[src/rtl/slp_pkg.sv]
package slp_pkg;
  typedef enum logic [2:0] {
    PS_AWAKE   = 3'd0,
    PS_ENTER   = 3'd1,
    PS_ASLEEP  = 3'd2,
    PS_EXIT    = 3'd3,
    PS_RECOVER = 3'd4
  } pwr_state_t;
endpackage

[src/rtl/slp_sync.sv]
module slp_sync #(
  parameter int STAGES = 2
) (
  input  logic clk,
  input  logic rst_n,
  input  logic d_async,
  output logic q_sync
);
  logic [STAGES-1:0] chain;

  generate
    if (STAGES == 1) begin : g_one
      always_ff @(posedge clk or negedge rst_n) begin
        if (!rst_n) chain <= '0;
        else        chain <= d_async;
      end
    end else begin : g_many
      always_ff @(posedge clk or negedge rst_n) begin
        if (!rst_n) chain <= '0;
        else        chain <= {chain[STAGES-2:0], d_async};
      end
    end
  endgenerate

  assign q_sync = chain[STAGES-1];
endmodule

[src/rtl/slp_fsm.sv]
module slp_fsm
  import slp_pkg::*;
#(
  parameter int ENTER_CYC = 2,
  parameter int EXIT_CYC  = 2,
  parameter int RECOV_CYC = 2
) (
  input  logic       clk,
  input  logic       rst_n,
  input  logic       req_s,
  input  logic       sel,
  input  logic       any_cmd,
  output pwr_state_t state,
  output logic       proto_err
);
  localparam int MAXC1 = (ENTER_CYC > EXIT_CYC) ? ENTER_CYC : EXIT_CYC;
  localparam int MAXC  = (MAXC1 > RECOV_CYC) ? MAXC1 : RECOV_CYC;
  localparam int CW    = (MAXC > 1) ? $clog2(MAXC) : 1;
  localparam logic [CW-1:0] ENTER_LAST = CW'(ENTER_CYC - 1);
  localparam logic [CW-1:0] EXIT_LAST  = CW'(EXIT_CYC - 1);
  localparam logic [CW-1:0] RECOV_LAST = CW'(RECOV_CYC - 1);

  pwr_state_t   nxt;
  logic [CW-1:0] cnt;
  logic          err_nxt;

  always_comb begin
    nxt = state;
    unique case (state)
      PS_AWAKE:   if (req_s)              nxt = PS_ENTER;
      PS_ENTER:   if (cnt == ENTER_LAST)  nxt = PS_ASLEEP;
      PS_ASLEEP:  if (!req_s)             nxt = PS_EXIT;
      PS_EXIT:    if (cnt == EXIT_LAST)   nxt = PS_RECOVER;
      PS_RECOVER: if (cnt == RECOV_LAST)  nxt = PS_AWAKE;
      default:                            nxt = PS_AWAKE;
    endcase
  end

  always_comb begin
    err_nxt = ((state == PS_RECOVER) && any_cmd) ||
              ((state == PS_AWAKE) && req_s && sel);
  end

  always_ff @(posedge clk or negedge rst_n) begin
    if (!rst_n) begin
      state     <= PS_AWAKE;
      cnt       <= '0;
      proto_err <= 1'b0;
    end else begin
      state     <= nxt;
      proto_err <= err_nxt;
      if (nxt != state)
        cnt <= '0;
      else if (state == PS_ENTER || state == PS_EXIT || state == PS_RECOVER)
        cnt <= cnt + 1'b1;
    end
  end

  assert_enter_len_R3: assert property (@(posedge clk) disable iff (!rst_n)
    (state == PS_ENTER && cnt == '0) |=> (state == PS_ENTER));
  assert_enter_done_R3: assert property (@(posedge clk) disable iff (!rst_n)
    (state == PS_ENTER && cnt == ENTER_LAST) |=> (state == PS_ASLEEP));
  assert_sleep_hold_R4: assert property (@(posedge clk) disable iff (!rst_n)
    (state == PS_ASLEEP) |=> (state == PS_ASLEEP || state == PS_EXIT));
  assert_recov_done_R5: assert property (@(posedge clk) disable iff (!rst_n)
    (state == PS_RECOVER && cnt == RECOV_LAST) |=> (state == PS_AWAKE));
endmodule

[src/rtl/slp_gate.sv]
module slp_gate
  import slp_pkg::*;
(
  input  pwr_state_t state,
  input  logic       sel,
  input  logic       strobe_a,
  input  logic       strobe_b,
  input  logic       wr,
  input  logic       oe,
  input  logic       pend,
  output logic       cmd_go,
  output logic       drv_en,
  output logic       cancel,
  output logic       asleep
);
  logic awake;

  always_comb begin
    awake  = (state == PS_AWAKE);
    cmd_go = awake && sel && (strobe_a || strobe_b);
    drv_en = awake && oe && !wr;
    cancel = (state == PS_ENTER) && pend;
    asleep = (state == PS_ASLEEP);
  end
endmodule

[src/rtl/sleep_ctrl.sv]
module sleep_ctrl
  import slp_pkg::*;
#(
  parameter int SYNC_STAGES = 2,
  parameter int ENTER_CYC   = 2,
  parameter int EXIT_CYC    = 2,
  parameter int RECOV_CYC   = 2
) (
  input  logic       clk,
  input  logic       rst_n,
  input  logic       sleep_req_i,
  input  logic       chip_sel_i,
  input  logic       addr_strobe_a_i,
  input  logic       addr_strobe_b_i,
  input  logic       write_cycle_i,
  input  logic       out_en_i,
  input  logic       access_pend_i,
  output logic       cmd_go_o,
  output logic       drv_en_o,
  output logic       acc_cancel_o,
  output logic       asleep_o,
  output logic [2:0] pwr_state_o,
  output logic       proto_err_o
);
  logic       req_s;
  logic       any_cmd;
  pwr_state_t state;

  assign any_cmd = chip_sel_i | addr_strobe_a_i | addr_strobe_b_i;

  slp_sync #(.STAGES(SYNC_STAGES)) u_sync (
    .clk(clk), .rst_n(rst_n), .d_async(sleep_req_i), .q_sync(req_s)
  );

  slp_fsm #(.ENTER_CYC(ENTER_CYC), .EXIT_CYC(EXIT_CYC), .RECOV_CYC(RECOV_CYC)) u_fsm (
    .clk(clk), .rst_n(rst_n), .req_s(req_s), .sel(chip_sel_i),
    .any_cmd(any_cmd), .state(state), .proto_err(proto_err_o)
  );

  slp_gate u_gate (
    .state(state), .sel(chip_sel_i), .strobe_a(addr_strobe_a_i),
    .strobe_b(addr_strobe_b_i), .wr(write_cycle_i), .oe(out_en_i),
    .pend(access_pend_i), .cmd_go(cmd_go_o), .drv_en(drv_en_o),
    .cancel(acc_cancel_o), .asleep(asleep_o)
  );

  assign pwr_state_o = state;

  assert_no_cmd_asleep_R6: assert property (@(posedge clk) disable iff (!rst_n)
    (pwr_state_o != 3'd0) |-> !cmd_go_o);
  assert_wr_drv_off_R8: assert property (@(posedge clk) disable iff (!rst_n)
    write_cycle_i |-> !drv_en_o);
  assert_recov_err_R9: assert property (@(posedge clk) disable iff (!rst_n)
    (pwr_state_o == 3'd4 && any_cmd) |=> proto_err_o);
  assert_cancel_phase_R7: assert property (@(posedge clk) disable iff (!rst_n)
    acc_cancel_o |-> (pwr_state_o == 3'd1));
endmodule

[config.mk]
export PLATFORM = sky130hd
export DESIGN_NAME = sleep_ctrl
export DESIGN_NICKNAME = d
export VERILOG_FILES = /design/src/rtl/slp_pkg.sv /design/src/rtl/slp_sync.sv /design/src/rtl/slp_fsm.sv /design/src/rtl/slp_gate.sv /design/src/rtl/sleep_ctrl.sv
export SDC_FILE = /design/constraint.sdc
export NUM_CORES = 1
export LEC_CHECK = 0
export BUFFER_PORTS_ARGS = -buffer_cell sky130_fd_sc_hd__clkbuf_2
export CORE_AREA = 8 8 45 47
export CTS_CLUSTER_SIZE = 10
export DETAILED_ROUTE_END_ITERATION = 10
export DIE_AREA = 0 0 53 55
export HOLD_SLACK_MARGIN = 0.05
export MAX_ROUTING_LAYER = met4
export PLACE_DENSITY = 0.58
export SETUP_SLACK_MARGIN = 0.5
export SYNTH_ARGS = -nofsm -noshare
export SYNTH_HDL_FRONTEND = slang
export SYNTH_SLANG_ARGS = --single-unit
[constraint.sdc]
create_clock -name clk -period 1.9 [get_ports clk]
set_clock_uncertainty 0.2 [all_clocks]
set_input_delay 0.38 -clock clk [delete_from_list [all_inputs] [get_ports clk]]
set_output_delay 0.38 -clock clk [all_outputs]
set_load 0.05 [all_outputs]
==> After elaboration in Yosys (flattened, before gate mapping) <==
Index checks and enable logic that the tools add are counted.
W data, S select, Z words.
{ "totals": {"reg_bits": 7, "latchBits": 0, "ramBits": 0, "romBits": 0, "inputBits": 9, "out_inout_bits": 8, "memories": 0} }
{ "op_classes": {"addsub": 1, "mul": 0, "div_mod_pow": 0, "order_cmp": 0, "eq_ne": 5, "shift": 0, "n_mux": 8, "bitwise_logic": 2, "n_reduce_logical": 15} }
{ "op_table": {"columns": ["cell", "count"], "rows": [
  ["$mux W3", 5],
  ["$pmux W3 S5", 1],
  ["$logic_and A1 B1 Y1", 8],
  ["$eq A3 B2 Y1 const B", 2],
  ["$logic_or A1 B1 Y1", 4],
  ["$eq A3 B1 Y1 const B", 1],
  ["$eq A3 B3 Y1 const B", 1],
  ["$logic_not A3 Y1", 1],
  ["$ne A3 B3 Y1", 1],
  ["$mux W1", 2],
  ["$or A1 B1 Y1", 2],
  ["$reduce_bool A2 Y1", 1],
  ["$add A1 B1 Y1 const B", 1],
  ["$logic_not A1 Y1", 1]
]} }

==> Depth between registers and ports, before layout <==
Gate-level depths: netlist (run 1).
{ "depth": {"word_depth": 5, "ltp_mapped": 4, "mapped_depth_nobuf": 3} }

==> Cells and area by module <==
From an unflattened synthesis (run 1), not the netlist that was laid out.
{ "hier_totals": {"hier_cells": 35, "hier_area_um2": 350.3} }
{ "by_module_without_submodules": {"columns": ["module", "n_inst", "cells_per_inst", "area_each_um2", "seq_area_each_um2"], "rows": [
  ["slp_fsm", 1, 25, 254.0, 125.1],
  ["slp_sync", 1, 2, 50.0, 50.0],
  ["slp_gate", 1, 7, 40.0, 0.0],
  ["sleep_ctrl", 1, 1, 6.3, 0.0]
]} }

==> Least setup slack after synthesis (run 1) <==
No wires, ideal clock.
{ "synth_timing": {"path_type": "register to output", "from": "register u_fsm.state[0]", "to": "output acc_cancel_o", "t_arrival_ps": 2399, "required_time_ps": 1320, "path_slack_ps": -1079, "path_stages_with_launch": 3, "n_path_buf": 1, "path_cell_list": "dfrtp_1 > buf_2 > nor4bb_1"} }
{ "synth_between": {"elab_chain_cells": 2} }
{ "synth_rtl": {"columns": ["item", "line_no", "source"], "rows": [
  ["start: declaration", "slp_fsm.sv:13", "output pwr_state_t state,"],
  ["start signal: assignment", "slp_fsm.sv:50", "state <= nxt;"],
  ["$eq A3 B1 Y1", "slp_gate.sv:22", "cancel = (state == PS_ENTER) && pend;"],
  ["$logic_and A1 B1 Y1", "slp_gate.sv:22", null],
  ["end: declaration", "sleep_ctrl.sv:20", "output logic acc_cancel_o,"]
]} }
Every way passes these cells.

==> Final worst setup path (run 1) <==
{ "layout_timing": {"from": "register u_fsm.state[1]", "to": "output pwr_state_o[1]"} }
{ "layout_rtl": {"columns": ["item", "line_no", "source"], "rows": [
  ["end: declaration", "sleep_ctrl.sv:22", "output logic [2:0] pwr_state_o,"]
]} }
No word-level cell between the ends.

==> results of run 1 <==
[logic make-up (layout without fill, tap and decap cells)]
family | count (synthesis) | after routing | share of synthesized area
DFF | 7 | 7 | 0.498
buffers and inverters | 3 | 38 | 0.0498
xor gates and xnor gates | 2 | 2 | 0.0498
and+or+nand+nor | 18 | 18 | 0.331
AOI/OAI and AO/OA | 4 | 4 | 0.0712
[state kept, by name (all words and copies together) (netlist names)]
signal           count
u_fsm.cnt            1
u_sync.chain         2
u_fsm.state          3
u_fsm.proto_err      1
[path summary, 6_finish.rpt]
kind | startpoint | to | slack (ps) | depth (start not counted)
setup / recovery | u_fsm.state[1]$_DFF_PN0_ | pwr_state_o[1] | 40 | 4
hold / removal | u_sync.chain[0]$_DFF_PN0_ | u_sync.chain[1]$_DFF_PN0_ | 160 | 0
min in group asynchronous | rst_n | u_fsm.cnt$_DFFE_PN0P_ | 290 | 2
setup reg to reg | u_fsm.state[2]$_DFF_PN0_ | u_fsm.cnt$_DFFE_PN0P_ | 200 | 5
hold reg to reg | u_sync.chain[0]$_DFF_PN0_ | u_sync.chain[1]$_DFF_PN0_ | 160 | 0
max in group asynchronous | rst_n | u_fsm.state[0]$_DFF_PN0_ | 1030 | 2
[layer usage]
| layer | vias to the layer above | track usage | wire [µm] |
|---|---|---|---|
| li1 | 193 | - | - |
| met1 | 194 | 0.0868 | 444 |
| met2 | 10 | 0.139 | 685 |
| met3 | 4 | 0.0455 | 78 |
| met4 | 0 | 0.0388 | 22 |
| met5 | - | - | 0 |
[critical path: stages (launching register included)]
cell	delay, ps
dfrtp_2	470
buf_4	160
buf_6	100
buf_6	120
clkbuf_16	160
[power by group]
group | switching [µW] | total [µW] | internal (µW)
clock | 61.4 | 142 | 80.6
sequential | 115 | 320 | 205
combinational | 478 | 1070 | 591
[layout by cell type, fill, tap and decap left out]
cell	count
a211oi_2	1
a21oi_1	1
buf_1	2
buf_12	1
buf_4	4
buf_6	9
buf_8	2
clkbuf_1	1
clkbuf_16	3
clkbuf_2	8
clkbuf_4	3
clkbuf_8	3
dfrtp_1	4
dfrtp_2	3
dlygate4sd3_1	2
nand2_4	1
nand2b_1	2
nand4b_1	2
nor2_1	3
nor3_1	1
nor3b_1	2
nor3b_4	1
nor4_1	1
nor4_4	2
nor4bb_4	1
o21ai_0	1
o31ai_1	1
or3_1	1
or3b_1	1
xor2_1	2
[area by class of cell]
class                      count  area (µm²)
multi-input combinational     24         228
fill                         114         566
clock buffer                   4        26.3
timing repair buffer          34         365
tap                           16        20.0
sequential                     7         179
[what timing repair did]
item                                    4_1_cts  5_1_grt
endpoints found under the setup margin        9       11
hold buffers                                  2        0
pin swaps                                     6        6
endpoints found under the hold margin         8        0
resized for setup                            21       13
buffers inserted                             11        4
[per-stage QoR]
stage	utilization	area, µm²	hold WS, ps
3_5_place_dp	0.363	502	25.0
6_report	0.591	818	159
3_3_place_gp	0.363	502	23.7
5_1_grt	0.591	818	170
2_1_floorplan	-	424	-116
4_1_cts	0.538	744	156
==> run_results.csv, run 1 <==
group,metric,value,unit
logic_synthesis,synth.top_cell.area_share,0.498,
floorplanning,dieHeight,55,µm
placed_design,dp_cells,64,
setup_path,cp-start-kind,"register",
cells_and_area,area_growth,133,%
logic_synthesis,synthCells,34,
logic_synthesis,ys_ff_latch,7,
sta,layout_min_cycle_time,1860,ps
global_routing,grt_max_degree,8,
power_and_ir_drop,p_total,1530,µW
routing,wire_per_inst,14.5,µm
sta,max_slew_margin,0.779,
routing,vias_per_cell,4.72,
global_routing,grt.total_usage,0.0868,
cells_and_area,layout.cells.non_filler,85,
run_status,outcome,"completed",
routing,drt_iter0_drc,4,
placed_design,dpl.hpwl,639,µm
setup_path,worstSetupPathType,"reg -> out",
power_and_ir_drop,power-per-cell-area,1870,mW/mm²
hold_path,hold_path.class,"reg -> reg",
job,drv_cap,0,
logic_synthesis,synth_top_area_cell,"dfrtp_1",
sta,finalSetupViolCount,0,
clocking,cts_buffers,3,
cells_and_area,drive_gt1_frac,0.609,
clocking,cts_max_path_buffers,2,
sta,finalCritPeriodShare,0.981,
routing,antenna_left,0,
routing,wl,1.23,mm
routing,detail_route.drc_violations,0,
global_routing,grt.overflow.total,0,
setup_path,worstPathMaxFanout,6,
sta,final-hold-violation-count,0,
power_and_ir_drop,leakage,0.000356,µW
floorplanning,die_w,53,µm
logic_synthesis,netlist-cell-type-count,18,
clocking,cts_tree,"built",
routing,dr.pass1.iters,3,
clocking,path_clk_slew,60,ps
logic_synthesis,avgSynthCellArea,10.3,µm²
routing,vias,401,
global_routing,grt_pass1_vias,409,
logic_synthesis,syn_nets,43,
setup_path,critical_path_arrival,1280,ps
cells_and_area,finalNetCount,79,
logic_synthesis,async_flop_share,1.00,
placed_design,gp_congestion,0.745,
floorplanning,core_area,0.00138,mm²
logic_synthesis,synth_edf_count,0,
global_routing,grt_pass1_wl,1.77,mm
logic_synthesis,synth.most_common_cell,"dfrtp_1",
cells_and_area,diodes,0,
setup_path,required,1320,ps
clocking,worstSkewPairLatency,260,ps
setup_path,worst_setup_path_end_kind,"output pin",
sta,tightest_slew,329,ps
logic_synthesis,synth_area,352,µm²
sta,max_freq,0.536,GHz
placed_design,place_ws,130,ps
global_routing,grt_antenna_before_repair,0,
clocking,clock_sinks,7,
sta,layout_setup_ws,35.7,ps
sta,slew_viol_final,0,
logic_synthesis,synth.area.top_cells,"dfrtp_1 (50%), nor3b_1 (6.4%), nor4_1 (5.3%)",
floorplanning,start_util,0.254,
clocking,htree_num_levels,1,
logic_synthesis,yosysSeqAreaShare,0.498,
floorplanning,rows,14,
power_and_ir_drop,ir_worst_vdd,0.998,mV
logic_synthesis,yosys_warnings,0,
logic_synthesis,synth_flop_cell,"dfrtp_1",
floorplanning,dieArea,0.00292,mm²
floorplanning,pin_count,17,
sta,tns,0,ps
logic_synthesis,synth_common_cells,"dfrtp_1 (7), nor2_1 (3), nor3b_1 (3), nor4_1 (3)",
clocking,clockRootBuffer,"clkbuf_4",
sta,rsz0062_at_grt,"true",
placed_design,numPortBuffers,16,
(Power assumes the default switching activity.)
==> inputs of run 2 (changes only) <==
--- a/config.mk
+++ b/config.mk
@@ -5,6 +5,7 @@
 export SDC_FILE = /design/constraint.sdc
 export NUM_CORES = 1
 export LEC_CHECK = 0
+export ABC_AREA = 1
 export BUFFER_PORTS_ARGS = -buffer_cell sky130_fd_sc_hd__clkbuf_2
 export CORE_AREA = 8 8 45 47
 export CTS_CLUSTER_SIZE = 10
==> run 2 against run 1 <==
Non-clock buffer count decreased by 9. Critical path type unchanged. Global-route usage grew 0.062 points. Core utilization fell by 3.6 points. Setup slack worse by 62 ps. Largest power group unchanged. Routed wire length decreased by 2.6%. Critical endpoint is now drv_en_o. The run now ends with setup timing left. Critical path depth is the same. Design area is 6.1% lower.
==> run_results.csv, run 2 <==
group,metric,value,unit
run_status,outcome,"complete, but fails checks",
run_status,violations,"setup timing",
cells_and_area,diodes,0,
setup_path,critical_path_arrival,1350,ps
sta,final-hold-violation-count,0,
global_routing,grt_max_degree,8,
logic_synthesis,synthCells,40,
logic_synthesis,synthMuxAreaShare,0,
floorplanning,rows,14,
global_routing,grt_antenna_before_repair,0,
logic_synthesis,yosys_warnings,0,
setup_path,cp_slowest_cell,"dfrtp_4",
sta,finalCritPeriodShare,1.01,
clocking,clock_sinks,7,
power_and_ir_drop,switchingPower,676,µW
clocking,cts_buffers,3,
routing,detail_route.drc_violations,0,
cells_and_area,regMostFlops,"u_fsm.state",
sta,max_freq,0.519,GHz
floorplanning,dieHeight,55,µm
logic_synthesis,synth_top_area_cell,"dfrtp_1",
floorplanning,start_util,0.255,
floorplanning,dieArea,0.00292,mm²
setup_path,slowest_delay,510,ps
logic_synthesis,syn_nets,49,
power_and_ir_drop,power-per-cell-area,1840,mW/mm²
logic_synthesis,synth_fa_ha_area_frac,0,
placed_design,gp_congestion,0.744,
routing,dr.pass1.iters,2,
cells_and_area,utilization,0.555,
cells_and_area,area_growth,118,%
sta,slew_viol_final,0,
routing,vias,392,
sta,whs,148,ps
logic_synthesis,synth_edf_count,0,
placed_design,dpl.hpwl,712,µm
setup_path,worst_setup_path_end_kind,"output pin",
cells_and_area,finalNetCount,79,
sta,max_slew_margin,0.830,
cells_and_area,drive_gt1_frac,0.710,
setup_path,required,1320,ps
power_and_ir_drop,clkPwrFrac,0.097,
global_routing,grt.overflow.total,0,
logic_synthesis,synth_flop_cell,"dfrtp_1",
global_routing,grt_pass1_vias,419,
placed_design,dpl_cell_area,488,µm²
logic_synthesis,netlist-cell-type-count,17,
routing,vias_per_cell,4.61,
logic_synthesis,async_flop_share,1.00,
logic_synthesis,synth.most_common_cell,"dfrtp_1",
power_and_ir_drop,p_seq_frac,0.203,
cells_and_area,final_cell_area,768,µm²
cells_and_area,layout_common_cells,"clkbuf_2 (8), buf_8 (5), buf_6 (4), dfrtp_1 (4)",
routing,antenna_left,0,
setup_path,worst_r2r_path_depth,7,
logic_synthesis,synth_top_family_by_area,"simple AND/OR/NAND/NOR gates",
logic_synthesis,synthXorXnorAreaFrac,0,
logic_synthesis,yosysSeqAreaShare,0.496,
logic_synthesis,ys_ff_latch,7,
job,drv_cap,0,
logic_synthesis,synth_common_cells,"dfrtp_1 (7), inv_1 (4), nand3_1 (4)",
clocking,cts_tree,"built",
hold_path,hold_path.class,"reg -> reg",
cells_and_area,reg_top3,"u_fsm.state: 3 flops, u_sync.chain: 2 flops",
global_routing,grt.total_usage,0.0874,
cells_and_area,fillers,114,
power_and_ir_drop,intPower,735,µW
power_and_ir_drop,ir_worst_vdd,0.615,mV
clocking,cts_max_path_buffers,2,
clocking,path_clk_slew,60,ps
cells_and_area,layout_commonest_cell,"clkbuf_2",
setup_path,cp_cell_sequence,"nor2_4, nand2_2, nor3b_4, buf_8",
logic_synthesis,yosys.area_share.simple,0.291,
setup_path,worstSetupPathType,"reg -> out",
placed_design,numPortBuffers,16,
clocking,worstSkewPairLatency,250,ps
power_and_ir_drop,leakage,0.000354,µW
sta,layout_min_cycle_time,1930,ps
logic_synthesis,avgSynthCellArea,8.82,µm²
logic_synthesis,synth_area,353,µm²
sta,finalSetupViolCount,1,
sta,layout_setup_ws,-26.7,ps
setup_path,cp_top_family,"flip-flops",
clocking,htree_num_levels,1,
routing,wl,1.20,mm
setup_path,cp_num_buf_inv,1,
hold_path,hold_depth,0,
sta,tightest_slew,252,ps
clocking,clockRootBuffer,"clkbuf_4",
floorplanning,pin_count,17,
routing,wire_per_inst,14.1,µm
sta,rsz0062_at_grt,"true",
logic_synthesis,synth.area.top_cells,"dfrtp_1 (50%), nand3_1 (5.7%), a21oi_2 (5.0%)",
floorplanning,core_area,0.00138,mm²
routing,drt_iter0_drc,5,
setup_path,worstPathMaxFanout,3,
setup_path,cp-start-kind,"register",
power_and_ir_drop,combPwrFrac,0.700,
floorplanning,die_w,53,µm
power_and_ir_drop,sw_frac_of_total,0.479,
cells_and_area,largest_register_ff_count,3,
setup_path,cp_num_cells,4,
global_routing,grt_pass1_wl,1.78,mm
logic_synthesis,synth-compound-area-share,0.138,
logic_synthesis,synth.top_cell.area_share,0.496,
## run 2: cell count changes in the layout (fill, tap and decap cells not counted), sizes merged, moves of 3 or more
cell / delta
o21ai: +3
clkbuf: -5
nand3: +5
buf: -5
inv: +6
nor4: -3
## run 2: layout make-up
cell class | instances | area [µm²] | area share
clock buffer | 3 | 22.5 | 0.0293
sequential | 7 | 181 | 0.236
clock inverter | 1 | 5.00 | 0.00651
inverter | 7 | 36.3 | 0.0472
timing repair buffer | 25 | 273 | 0.355
multi-input combinational | 26 | 230 | 0.300
tap | 16 | 20.0 | 0.0261
## run 2: metrics by stage
step                power, µW  setup TNS, ps  worst slack [ps]  std cells
global route             1490          -83.0             -83.0         85
detailed placement        826              0               105         72
floorplan                 714              0              1.53         40
CTS                      1240          -28.0             -28.0         81
finish                   1410          -26.7             -26.7         85
global placement          824              0               122         72
## run 2: path summary, 6_finish.rpt
| kind | startpoint | to | slack, ps |
|---|---|---|---|
| max in group asynchronous | rst_n | u_fsm.state[0]$_DFF_PN0_ | 1010 |
| min | u_sync.chain[0]$_DFF_PN0_ | u_sync.chain[1]$_DFF_PN0_ | 150 |
| max reg2reg | u_fsm.state[0]$_DFF_PN0_ | u_fsm.cnt$_DFFE_PN0P_ | 510 |
| min in group asynchronous | rst_n | u_fsm.cnt$_DFFE_PN0P_ | 300 |
| min reg2reg | u_sync.chain[0]$_DFF_PN0_ | u_sync.chain[1]$_DFF_PN0_ | 150 |
| max | u_fsm.state[0]$_DFF_PN0_ | drv_en_o | -30 |
## run 2: power by group through the flow
stage          combinational (µW)  sequential [µW]  clock [µW]
2_1_floorplan                 328              385           0
3_3_place_gp                  545              279           0
3_5_place_dp                  547              279           0
4_1_cts                       825              273         141
5_1_grt                      1040              294         157
6_report                      988              286         137
## run 2: repair_timing
action                                  CTS  global route
gates resized for setup                  24            18
pin swaps                                 6             6
endpoints found under the setup margin    8             9
hold buffers                              2             0
cloned                                    0             0
hold endpoints to repair                  8             0
buffers inserted                          3             4
## run 2: metal layers
layer | share of wire | track usage | wire length, µm
met4 | 0.027 | 0.0129 | 32
met1 | 0.37 | 0.0839 | 440
met5 | 0 | - | 0
met2 | 0.49 | 0.150 | 590
met3 | 0.11 | 0.0535 | 135
## run 2: kinds of logic (layout without fill, tap and decap cells)
family | count (synthesis) | in the layout
DFF | 7 | 7
buffers and inverters | 7 | 36
AOI/OAI and AO/OA | 8 | 8
and+or+nand+nor | 18 | 18
## run 2: worst register-to-register path, delay by kind of cell (launching register included)
kind / cells / cell delay (ps)
AND/OR/NAND/NOR: 3 / 270
AO/OA/AOI/OAI: 2 / 140
flip-flops: 1 / 510
buffers and inverters: 2 / 220
